--- config.mk ---
export PLATFORM = sky130hd
export DESIGN_NAME = addsub_rev
export DESIGN_NICKNAME = d
export VERILOG_FILES = /design/src/rtl/addsub_rev_pkg.sv /design/src/rtl/rev_cell.sv /design/src/rtl/rev_chain.sv /design/src/rtl/addsub_rev.sv
export SDC_FILE = /design/constraint.sdc
export NUM_CORES = 1
export LEC_CHECK = 0
export ABC_AREA = 1
export BUFFER_PORTS_ARGS = -buffer_cell sky130_fd_sc_hd__buf_2
export CORE_UTILIZATION = 41
export DETAILED_ROUTE_END_ITERATION = 10
export PLACE_DENSITY = 0.72
export SLEW_MARGIN = 15
export SYNTH_ARGS = -nofsm -noshare
export SYNTH_HDL_FRONTEND = slang
export SYNTH_SLANG_ARGS = --single-unit
export TNS_END_PERCENT = 100
--- constraint.sdc ---
create_clock -name vclk -period 4.5
set_input_delay 0.45 -clock vclk [all_inputs]
set_output_delay 0.45 -clock vclk [all_outputs]
set_load 0.02 [all_outputs]
--- src/rtl/addsub_rev_pkg.sv ---
// Package: constants shared by the reversible adder-subtractor.
// Assumes each cell is the same four-in, four-out gate with two unused outputs.
package addsub_rev_pkg;
    localparam int CELL_QCOST   = 6;
    localparam int CELL_GARBAGE = 2;

    // Cost figure of a chain of n cells.
    function automatic int chain_qcost(input int n);
        return n * CELL_QCOST;
    endfunction
endpackage

--- src/rtl/rev_cell.sv ---
// Module: rev_cell
// One four-in, four-out reversible gate.
//   o0 = i1
//   o1 = (~i0 & i2) ^ (i0 & ~i3)
//   o2 = ((i0 ^ i1) & (i2 ^ i3)) ^ (i2 & i3)
//   o3 = i1 ^ i2 ^ i3
// Assumes nothing about its inputs; purely combinational.
module rev_cell (
    input  logic i0,
    input  logic i1,
    input  logic i2,
    input  logic i3,
    output logic o0,
    output logic o1,
    output logic o2,
    output logic o3
);
    // Gate equations.
    always_comb begin
        o0 = i1;
        o1 = (~i0 & i2) ^ (i0 & ~i3);
        o2 = ((i0 ^ i1) & (i2 ^ i3)) ^ (i2 & i3);
        o3 = i1 ^ i2 ^ i3;
    end
endmodule

--- src/rtl/rev_chain.sv ---
// Module: rev_chain
// Cascades N rev_cell instances. Cell i gets (mode, a[i], b[i], link[i]).
// link[i+1] is the third output of cell i, and link[0] is either mode or 0,
// chosen by FIRST_CIN_FROM_MODE. The first two outputs of each cell go to the
// garbage vector. Assumes N >= 1.
module rev_chain #(
    parameter int N                   = 8,
    parameter bit FIRST_CIN_FROM_MODE = 1'b1
) (
    input  logic             mode,
    input  logic [N-1:0]     a,
    input  logic [N-1:0]     b,
    output logic [N-1:0]     sum,
    output logic             last_r,
    output logic [2*N-1:0]   garbage
);
    logic [N:0] link;

    // Choose the lowest cell's incoming carry/borrow.
    if (FIRST_CIN_FROM_MODE) begin : g_cin_mode
        assign link[0] = mode;
    end else begin : g_cin_zero
        assign link[0] = 1'b0;
    end

    // One reversible cell per bit; the third output ripples up.
    for (genvar i = 0; i < N; i++) begin : g_cell
        rev_cell u_cell (
            .i0 (mode),
            .i1 (a[i]),
            .i2 (b[i]),
            .i3 (link[i]),
            .o0 (garbage[2*i]),
            .o1 (garbage[2*i+1]),
            .o2 (link[i+1]),
            .o3 (sum[i])
        );
    end

    assign last_r = link[N];
endmodule

--- src/rtl/addsub_rev.sv ---
// Module: addsub_rev (top)
// N-bit ripple adder-subtractor made only of reversible cells.
// mode = 0 adds, mode = 1 subtracts with a true borrow chain.
// Purely combinational; it has no clock and no reset.
module addsub_rev
    import addsub_rev_pkg::*;
#(
    parameter int N                   = 8,
    parameter bit FIRST_CIN_FROM_MODE = 1'b1
) (
    input  logic             mode,
    input  logic [N-1:0]     a,
    input  logic [N-1:0]     b,
    output logic [N-1:0]     result,
    output logic             carry_borrow,
    output logic [2*N-1:0]   garbage
);
    localparam int QUANTUM_COST = chain_qcost(N);
    localparam int GARBAGE_W    = N * CELL_GARBAGE;

    logic [GARBAGE_W-1:0] garb_w;

    // Cell cascade.
    rev_chain #(
        .N                   (N),
        .FIRST_CIN_FROM_MODE (FIRST_CIN_FROM_MODE)
    ) u_chain (
        .mode    (mode),
        .a       (a),
        .b       (b),
        .sum     (result),
        .last_r  (carry_borrow),
        .garbage (garb_w)
    );

    assign garbage = garb_w;
endmodule

==> reports/qor.yml, run 1 <==
firstError: "[ERROR GRT-0232] Routing congestion too high. Check the congestion heatmap in the GUI."
endpoint_type: "primary output"
syn_area_per_cell_um2: 5.62
die_w_um: 48.4
track_usage_pct: 59.1
lastStage: "global routing"
grt_repair_worst_endpoint: "carry_borrow"
yosysSeqAreaShare_pct: 0
dpl_worst_slack_ns: -0.488
ios: 42
synth.cell_area_um2: 882
place_hpwl_um: 1820
yosys_warnings: 0
syn_nets: 181
syn_inst: 157
place.gp.congestion: 0.755
port_buffers: 42
grt_max_degree: 15
status: "did not finish"
start_util_pct: 44.1
place_area_um2: 1250
grt-ovfl-total: 1
synth.distinct_cells: 16
num_rows: 16
die_h_um: 48.4
Yosys cell counts, drive strengths merged:
cell | number | area [um^2]
nand4 | 12 | 75.1
or2 | 1 | 6.26
nand2 | 51 | 196
xnor2 | 4 | 35.0
xor2 | 6 | 52.6
o21ai | 2 | 13.8
inv | 20 | 75.1
ha | 7 | 87.6
nand3 | 25 | 130
nor2 | 3 | 11.3
buf | 26 | 199
stage by stage:
step	cells	setup TNS (ns)
detailed placement	220	-0.645
global placement	220	-0.349
floorplan	157	-0.0783
CTS	272	-0.854
cells by family after synthesis:
family          synth area share (%)
buf+inv                         31.1
xor+xnor                        9.93
simple gates                    47.5
compound gates                  1.56
fa+ha+maj                       9.93
layer usage:
layer / overflow / GRT usage (%)
met2: 0 / 88.0
met4: 1 / 68.1
met1: 0 / 56.1
met5: 0 / 0
met3: 0 / 27.4
what timing repair did:
item | CTS
hold buffers | 0
pin swaps | 17
endpoints found under the setup margin | 3
gates resized for setup | 19
buffers inserted | 54
==> run 2, diff against run 1 <==
--- a/config.mk
+++ b/config.mk
@@ -7,9 +7,10 @@
 export LEC_CHECK = 0
 export ABC_AREA = 1
 export BUFFER_PORTS_ARGS = -buffer_cell sky130_fd_sc_hd__buf_2
-export CORE_UTILIZATION = 41
+export CORE_AREA = 2 2 63 65
 export DETAILED_ROUTE_END_ITERATION = 10
-export PLACE_DENSITY = 0.72
+export DIE_AREA = 0 0 65 67
+export PLACE_DENSITY_LB_ADDON = 0.15
 export SLEW_MARGIN = 15
 export SYNTH_ARGS = -nofsm -noshare
 export SYNTH_HDL_FRONTEND = slang
==> constraint.sdc (replaced) <==
create_clock -name vclk -period 5.85
set_input_delay 0.585 -clock vclk [all_inputs]
set_output_delay 0.585 -clock vclk [all_outputs]
set_load 0.02 [all_outputs]
==> reports/qor.yml, run 2 <==
crit_family: "adder cells"
wl_per_cell_um: 8.98
stdcell_count: 223
slowest_delay_ns: 0.32
max_slew_margin_pct: 87.3
synth_top_area_share_pct: 21.3
timing.hold.worst.class: "in2out"
yosys_warnings: 0
maxCapViolCount: 0
critical_path_class: "in2out"
yosysMostFrequentCell: "nand2_1"
crit_buf_inv: 2
setup_tns_ns: 0
swShare_pct: 60.7
cts_setup_buffers: 0
max_freq_ghz: 0.182
drv_slew: 0
hold_buffers: 0
nClkBuffers: 0
crit_required_ns: 5.27
core_area_um2: 3610
die-area_um2: 4360
pwr-share-clk_pct: 0
drt-pass1-iter-count: 3
port_buffers: 42
synth.distinct_cells: 16
grt_max_degree: 16
syn_nets: 181
synth.area.top_cells: "buf_4 (21%), nand2_1 (21%), nand3_1 (14%), ha_1 (9.9%), nand4_1 (8.5%)"
vias_per_cell: 4.29
place_hpwl_um: 1670
rsz0062_at_grt: "false"
dp.cells: 223
min_from: "a[2]"
power_switching_uw: 115
cts_resized: 0
worst_pin_slew_ns: 0.190
ant_nets: 0
fin_crit_ns: 5.50
cp-startpoint: "a[0]"
hold_viol_final: 0
syn_area_per_cell_um2: 5.62
cpMaxStageDelayCell: "ha_1"
grt_pass1_wl_um: 3150
grt-ovfl-total: 0
drt-initial-drc-count: 23
setup_viol: 0
finalNetCount: 201
antenna_found_initial: 0
yosys-top-cells-count: "nand2_1 (49), buf_4 (25), nand3_1 (24)"
cpMostUsedCell: "nand2_1"
status: "completed"
comb_power_share_pct: 100.0
track_usage_pct: 8.52
wirelength_um: 2000
layout_common_cells: "nand2_1 (45), buf_2 (41), nand3_1 (23)"
nFlopsAndLatches: 0
endpoint_kind: "primary output"
syn_inst: 157
grt_pass1_vias: 814
seq_power_share_pct: 0
internal_power_uw: 74.1
synth.cell_area_um2: 882
fin_crit_sh_pct: 94.0
num_rows: 22
start_util_pct: 24.5
peakVddDrop_v: 0.0000552
power_density_nw_per_um2: 184
ios: 42
yosysSeqAreaShare_pct: 0
vias: 957
drc: 0
n_antenna_cell: 0
crit_path_start_kind: "input pin"
cp.arrival_ns: 4.91
crit_fanout: 4
place.gp.congestion: 0.702
die_w_um: 65
synth.largest_area_cell: "buf_4"
hold_slack_ns: 1.45
p_leak_nw: 0.604
regArea_um2: 0
layout-drive-gt1-share_pct: 33.1
die_h_um: 67
p_total_uw: 189
area_growth_pct: 16.0
final_common_cell: "nand2_1"
==> run 2: layer usage <==
metal	share of wire, %	up-vias	track usage [%]
met2	51	21	17.4
met3	5.2	0	0.338
met4	0	0	0
li1	-	521	-
met1	44	415	10.3
met5	0	-	0
==> run 2: logic make-up after synthesis <==
family | after synthesis | synth area share (%)
buffers and inverters | 46 | 31.1
xor gates and xnor gates | 10 | 9.93
adders and majority gates | 7 | 9.93
AOI/OAI and AO/OA | 2 | 1.56
and+or+nand+nor | 92 | 47.5
==> run 2: final cells by class <==
type	count	area (um^2)
fill	432	2580
tap	48	60.1
inverter	20	75.1
multi-input combinational	111	661
timing repair buffer	44	228
==> run 2: final timing paths <==
kind	slack, ns	depth (start not counted)	end
worst max-delay path	0.35	30	carry_borrow
worst min-delay path	1.45	2	garbage[4]
==> run 2: through the flow <==
step	utilization, %	setup WS, ns	cell area (um^2)
floorplan	-	0.630	882
global placement	26.9	0.355	968
detailed placement	26.9	0.255	968
CTS	26.9	0.239	968
global route	28.4	0.0105	1020
finish	28.4	0.353	1020
==> run 2: power by group through the flow <==
stage / sequential (mW) / clock (mW) / combinational (mW)
floorplan: 0 / 0 / 0.159
global placement: 0 / 0 / 0.175
detailed placement: 0 / 0 / 0.176
CTS: 0 / 0 / 0.177
global route: 0 / 0 / 0.212
finish: 0 / 0 / 0.189
Power figures use the tool's default switching activity.
